File: src/rtl/uart_rx_pkg.sv
package uart_rx_pkg;

  // Receiver sequencing: waiting for a start edge, or walking bit slots.
  typedef enum logic {
    RX_IDLE = 1'b0,
    RX_BUSY = 1'b1
  } rx_state_e;

endpackage

File: src/rtl/uart_rx_sync.sv
module uart_rx_sync #(
  parameter int   STAGES  = 2,
  parameter logic RST_VAL = 1'b1
) (
  input  logic clk,
  input  logic rst_n,
  input  logic d_i,
  output logic q_o
);

  logic [STAGES-1:0] pipe_q;

  generate
    if (STAGES == 1) begin : g_single
      always_ff @(posedge clk or negedge rst_n) begin
        if (!rst_n) pipe_q <= RST_VAL;
        else        pipe_q <= d_i;
      end
    end else begin : g_chain
      always_ff @(posedge clk or negedge rst_n) begin
        if (!rst_n) pipe_q <= {STAGES{RST_VAL}};
        else        pipe_q <= {pipe_q[STAGES-2:0], d_i};
      end
    end
  endgenerate

  assign q_o = pipe_q[STAGES-1];

endmodule

File: src/rtl/uart_rx_bit_timer.sv
module uart_rx_bit_timer #(
  parameter int OVS = 16
) (
  input  logic clk,
  input  logic rst_n,
  input  logic os_tick,
  input  logic clear_i,
  input  logic run_i,
  output logic bit_tick_o
);

  localparam int             CW   = $clog2(OVS);
  localparam logic [CW-1:0]  MID  = CW'(OVS / 2);
  localparam logic [CW-1:0]  LAST = CW'(OVS - 1);

  logic [CW-1:0] sub_q, sub_d;

  // Sub-bit strobe counter; cleared at the start edge, advanced per strobe.
  always_comb begin
    sub_d = sub_q;
    if (clear_i) begin
      sub_d = '0;
    end else if (run_i && os_tick) begin
      sub_d = (sub_q == LAST) ? '0 : sub_q + CW'(1);
    end
  end

  always_ff @(posedge clk or negedge rst_n) begin
    if (!rst_n) sub_q <= '0;
    else        sub_q <= sub_d;
  end

  // Centre-of-bit sample point.
  assign bit_tick_o = run_i & os_tick & (sub_q == MID);

endmodule

File: src/rtl/uart_rx_frame.sv
module uart_rx_frame
  import uart_rx_pkg::*;
#(
  parameter int DATA_BITS = 8
) (
  input  logic                 clk,
  input  logic                 rst_n,
  input  logic                 os_tick,
  input  logic                 line_i,
  input  logic                 bit_tick_i,
  output logic                 start_o,
  output logic                 busy_o,
  output logic                 pub_o,
  output logic [DATA_BITS-1:0] data_o,
  output logic                 par_err_o,
  output logic                 frm_err_o
);

  localparam int            SLOTS     = DATA_BITS + 3;
  localparam int            SW        = $clog2(SLOTS);
  localparam logic [SW-1:0] LAST_DATA = SW'(DATA_BITS);
  localparam logic [SW-1:0] PAR_SLOT  = SW'(DATA_BITS + 1);

  rx_state_e              state_q, state_d;
  logic [SW-1:0]          slot_q, slot_d;
  logic [DATA_BITS-1:0]   shift_q, shift_d;
  logic                   acc_q, acc_d;
  logic                   pbad_q, pbad_d;
  logic                   prev_q, prev_d;
  logic [DATA_BITS-1:0]   data_q, data_d;
  logic                   perr_q, perr_d;
  logic                   ferr_q, ferr_d;
  logic                   start_w, pub_w;

  // Falling edge between two consecutive strobes, only while idle.
  assign start_w = os_tick & (state_q == RX_IDLE) & prev_q & ~line_i;

  always_comb begin
    state_d = state_q;
    slot_d  = slot_q;
    shift_d = shift_q;
    acc_d   = acc_q;
    pbad_d  = pbad_q;
    prev_d  = prev_q;
    data_d  = data_q;
    perr_d  = perr_q;
    ferr_d  = ferr_q;
    pub_w   = 1'b0;

    if (os_tick) prev_d = line_i;

    unique case (state_q)
      RX_IDLE: begin
        if (start_w) begin
          state_d = RX_BUSY;
          slot_d  = '0;
          acc_d   = 1'b0;
          pbad_d  = 1'b0;
        end
      end
      RX_BUSY: begin
        if (bit_tick_i) begin
          if (slot_q == '0) begin
            // Start bit re-check: a high line means a glitch.
            if (line_i) state_d = RX_IDLE;
            else        slot_d  = slot_q + SW'(1);
          end else if (slot_q <= LAST_DATA) begin
            shift_d = {line_i, shift_q[DATA_BITS-1:1]};
            acc_d   = acc_q ^ line_i;
            slot_d  = slot_q + SW'(1);
          end else if (slot_q == PAR_SLOT) begin
            pbad_d  = line_i ^ acc_q;
            slot_d  = slot_q + SW'(1);
          end else begin
            // Stop slot: publish everything at once.
            pub_w   = 1'b1;
            data_d  = shift_q;
            perr_d  = pbad_q;
            ferr_d  = ~line_i;
            state_d = RX_IDLE;
          end
        end
      end
      default: state_d = RX_IDLE;
    endcase
  end

  always_ff @(posedge clk or negedge rst_n) begin
    if (!rst_n) begin
      state_q <= RX_IDLE;
      slot_q  <= '0;
      shift_q <= '0;
      acc_q   <= 1'b0;
      pbad_q  <= 1'b0;
      prev_q  <= 1'b1;
      data_q  <= '0;
      perr_q  <= 1'b0;
      ferr_q  <= 1'b0;
    end else begin
      state_q <= state_d;
      slot_q  <= slot_d;
      shift_q <= shift_d;
      acc_q   <= acc_d;
      pbad_q  <= pbad_d;
      prev_q  <= prev_d;
      data_q  <= data_d;
      perr_q  <= perr_d;
      ferr_q  <= ferr_d;
    end
  end

  assign start_o   = start_w;
  assign busy_o    = (state_q == RX_BUSY);
  assign pub_o     = pub_w;
  assign data_o    = data_q;
  assign par_err_o = perr_q;
  assign frm_err_o = ferr_q;

endmodule

File: src/rtl/uart_rx_core.sv
module uart_rx_core #(
  parameter int DATA_BITS   = 8,
  parameter int OVS         = 16,
  parameter int SYNC_STAGES = 2
) (
  input  logic                 clk,
  input  logic                 rst_n,
  input  logic                 os_tick,
  input  logic                 rx_line,
  input  logic                 rd_ack,
  output logic [DATA_BITS-1:0] rx_byte,
  output logic                 par_err,
  output logic                 frm_err,
  output logic                 byte_rdy
);

  logic line_s;
  logic start_w;
  logic busy_w;
  logic pub_w;
  logic bit_tick_w;
  logic rdy_q, rdy_d;

  uart_rx_sync #(
    .STAGES  (SYNC_STAGES),
    .RST_VAL (1'b1)
  ) u_sync (
    .clk   (clk),
    .rst_n (rst_n),
    .d_i   (rx_line),
    .q_o   (line_s)
  );

  uart_rx_bit_timer #(
    .OVS (OVS)
  ) u_timer (
    .clk        (clk),
    .rst_n      (rst_n),
    .os_tick    (os_tick),
    .clear_i    (start_w),
    .run_i      (busy_w),
    .bit_tick_o (bit_tick_w)
  );

  uart_rx_frame #(
    .DATA_BITS (DATA_BITS)
  ) u_frame (
    .clk        (clk),
    .rst_n      (rst_n),
    .os_tick    (os_tick),
    .line_i     (line_s),
    .bit_tick_i (bit_tick_w),
    .start_o    (start_w),
    .busy_o     (busy_w),
    .pub_o      (pub_w),
    .data_o     (rx_byte),
    .par_err_o  (par_err),
    .frm_err_o  (frm_err)
  );

  // Data-ready: a completing frame wins over an acknowledge.
  always_comb begin
    rdy_d = rdy_q;
    if (pub_w)       rdy_d = 1'b1;
    else if (rd_ack) rdy_d = 1'b0;
  end

  always_ff @(posedge clk or negedge rst_n) begin
    if (!rst_n) rdy_q <= 1'b0;
    else        rdy_q <= rdy_d;
  end

  assign byte_rdy = rdy_q;

endmodule

File: config.mk
export PLATFORM = sky130hd
export DESIGN_NAME = uart_rx_core
export DESIGN_NICKNAME = d
export VERILOG_FILES = /design/src/rtl/uart_rx_pkg.sv /design/src/rtl/uart_rx_sync.sv /design/src/rtl/uart_rx_bit_timer.sv /design/src/rtl/uart_rx_frame.sv /design/src/rtl/uart_rx_core.sv
export SDC_FILE = /design/constraint.sdc
export NUM_CORES = 1
export LEC_CHECK = 0
export CORE_ASPECT_RATIO = 1.4
export CORE_MARGIN = 1
export CORE_UTILIZATION = 30
export DETAILED_ROUTE_END_ITERATION = 12
export HOLD_SLACK_MARGIN = 0.1
export PLACE_DENSITY = 0.45
export SLEW_MARGIN = 20
export SYNTH_ARGS = -nofsm -noshare
export SYNTH_HDL_FRONTEND = slang
export SYNTH_SLANG_ARGS = --single-unit
File: constraint.sdc
create_clock -name clk -period 1.9 [get_ports clk]
set_input_delay 0.285 -clock clk [delete_from_list [all_inputs] [get_ports clk]]
set_output_delay 0.285 -clock clk [all_outputs]
set_load 0.05 [all_outputs]
==> impl_metrics.tcl <==
set metrics [dict create \
    hold_depth 0 \
    wl_per_cell_um 12.81 \
    startpoint "u_frame.slot_q[0]" \
    post-route-min-period_ns 1.773 \
    nNetsFinal 145 \
    ctsHoldBuffers 0 \
    async_flop_share 1.000 \
    crit_family "flip-flops" \
    slew_violations 0 \
    regToRegSetupSlack_ns 0.13 \
    setup_tns_ns 0 \
    hold_path_class "reg2reg" \
    relSlewSlack 0.6680 \
    fin_crit_sh 0.9330 \
    peakVddDrop_mv 0.4636 \
    synth_area_per_cell_sq_um 13.89 \
    crit_cells 6 \
    endpoint "u_frame.par_err_o" \
    synth_edf_count 0 \
    port_buffers 15 \
    critical_path_arrival_ns 1.94 \
    rows 30 \
    dp_cells 192 \
    boundaryPins 16 \
    worstPathMaxFanout 12 \
    vias 914 \
    cts_root_buffer "clkbuf_8" \
    grt_max_degree 34 \
    yosys_warnings 0 \
    synth_seq_cells 33 \
    endpoint_kind "flop" \
    leakagePower_nw 0.9476 \
    p_per_area_nw_per_um2 1046 \
    drc 0 \
    drive_gt1_frac 0.2941 \
    viasPerCell 4.570 \
    finClkSkew_ns 0.004610 \
    drt_iter0_markers 24 \
    grt_overflow 0 \
    tritoncts "done" \
    diodes 0 \
    clk_pin_slew_ns 0.07 \
    yosysSeqAreaShare 0.5287 \
    die_w_um 63.12 \
    reg2reg_to "u_frame.par_err_o" \
    grt_usage 0.1070 \
    crit_path_top_delay_cell "dfrtp_1" \
    reg2reg_depth 6 \
    cp.buffers_inverters 2 \
    finalSetupViolCount 0 \
    antenna_found_initial 0 \
    finalHoldViolCount 0 \
    start_kind "flop" \
    cp.required_ns 2.06 \
    syn_area_sq_um 1569 \
    dp_hpwl_um 1811 \
    crit_chain "inv_1, ha_1, o21bai_1, nand4_2, buf_12, mux2_4" \
    gp_routability_congestion 0.6910 \
    cts.sinks 33 \
    synth_nets 123 \
    cts_inserted_buffers 5 \
    post-cts-setup-buffers 0 \
    fill_cells 493 \
    die_y_um 87.57 \
    rsz0062_at_grt "no" \
    layout_commonest_cell "dfrtp_1" \
    syn_inst 113 \
    htree_levels 2 \
    first_pass_iters 4 \
    slowest_delay_ns 0.41 \
    fmax_mhz 564.1 \
    outcome "complete, no violations" \
    ctsResizeCount 0 \
    stdcell_count 200 \
    start_util 0.3167 \
    synth_cell_type_count 35 \
    synth-main-ff-cell "dfrtp_1" \
    core_area_sq_um 4955 \
    reg2reg_from "u_frame.slot_q[0]" \
    drtAntennaViolNets 0 \
    crit_type "reg2reg" \
    holdWs_ns 0.3565 \
    final_cell_mix "30 x dfrtp_1, 15 x mux2_4, 15 x clkdlybuf4s50_1, 9 x nand2_1" \
    die-area_sq_um 5527 \
    grt_pass1_vias 948 \
    max_cap_viol_count 0 \
    worst_pin_slew_ns 0.4965 \
    drt-total-wl_um 2561 \
    clock_latency_ns 0.28 \
    cts_buffer_depth 2 \
    grt_pass1_wl_um 4409 \
    synthToLayoutAreaGrowth_pct 23.29 \
]
[sequential cells by signal, summed over array words and instances, names as in the netlist, 2 cells and up]
name	count
u_timer.sub_q	4
u_sync.pipe_q	2
u_frame.shift_q	8
u_frame.data_o	8
u_frame.slot_q	4
[power breakdown]
part	internal, mW	switching (mW)
combinational	0.190	0.191
sequential	0.779	0.0907
clock	0.521	0.251
[final cells by class]
class,count,area [sq um],share of cell area
multi-input combinational,71,679.4,0.3512
inverter,5,18.77,0.009702
timing repair buffer,19,192.7,0.09961
clock buffer,5,68.82,0.03558
sequential,33,829.5,0.4288
clock inverter,3,65.06,0.03364
tap,64,80.08,0.04140
[per-layer routing]
| metal | vias to the layer above | track usage | part of all wire |
|---|---|---|---|
| met5 | - | 0 | 0 |
| li1 | 438 | - | - |
| met2 | 19 | 0.1750 | 0.48 |
| met4 | 0 | 0.05074 | 0.019 |
| met1 | 452 | 0.1252 | 0.46 |
| met3 | 5 | 0.03776 | 0.040 |
[worst reg2reg max path, cell delays in order, from the launching register on]
cell and delay, ns:
dfrtp_1 0.41, inv_1 0.08, ha_1 0.22, o21bai_1 0.28
nand4_2 0.17, buf_12 0.19, mux2_4 0.30
[how the worst min path moves through the flow]
stage	startpoint	end	slack (ns)
final	u_sync.pipe_q[0]	u_sync.pipe_q[1]	0.36
after global routing	u_sync.pipe_q[0]	u_sync.pipe_q[1]	0.37
after CTS	u_sync.pipe_q[0]	u_sync.pipe_q[1]	0.36
after detailed placement	u_sync.pipe_q[0]	u_sync.pipe_q[1]	0.35
after global placement	u_sync.pipe_q[0]	u_sync.pipe_q[1]	0.35
after floorplan	rst_n	byte_rdy	-0.01
[logic make-up (layout without fill, tap and decap cells)]
kind of cell	Yosys count	count (layout)	synth area share
xor+xnor	4	4	0.03430
compound gates	13	13	0.05981
mux	22	22	0.1914
buf+inv	9	32	0.03827
flops	33	33	0.5287
simple gates	27	27	0.1077
fa+ha+maj	5	5	0.03987
[cells in the mapped netlist, drive strengths merged, types with 2 or more instances]
cell | count | area share
dfrtp | 30 | 0.48
nand3 | 4 | 0.013
inv | 5 | 0.012
a21oi | 2 | 0.0064
ha | 5 | 0.040
mux2i | 3 | 0.019
nor2 | 2 | 0.0048
nand2 | 10 | 0.034
nand4 | 2 | 0.012
dfstp | 3 | 0.050
xnor2 | 3 | 0.029
and2 | 2 | 0.0096
nor2b | 3 | 0.012
buf | 4 | 0.026
o21ai | 4 | 0.013
mux2 | 19 | 0.17
[metrics by stage]
| step | area [sq um] | setup WS (ns) | total power, mW | util |
|---|---|---|---|---|
| 4_1_cts | 1934 | 0.1180 | 2.056 | 0.3904 |
| 3_3_place_gp | 1800 | 0.1337 | 1.252 | 0.3634 |
| 2_1_floorplan | 1569 | 0.2885 | 1.181 | - |
| 6_report | 1934 | 0.1273 | 2.022 | 0.3904 |
| 5_1_grt | 1934 | 0.02835 | 2.147 | 0.3904 |
| 3_5_place_dp | 1800 | 0.1026 | 1.270 | 0.3634 |
(Power assumes the default switching activity.)
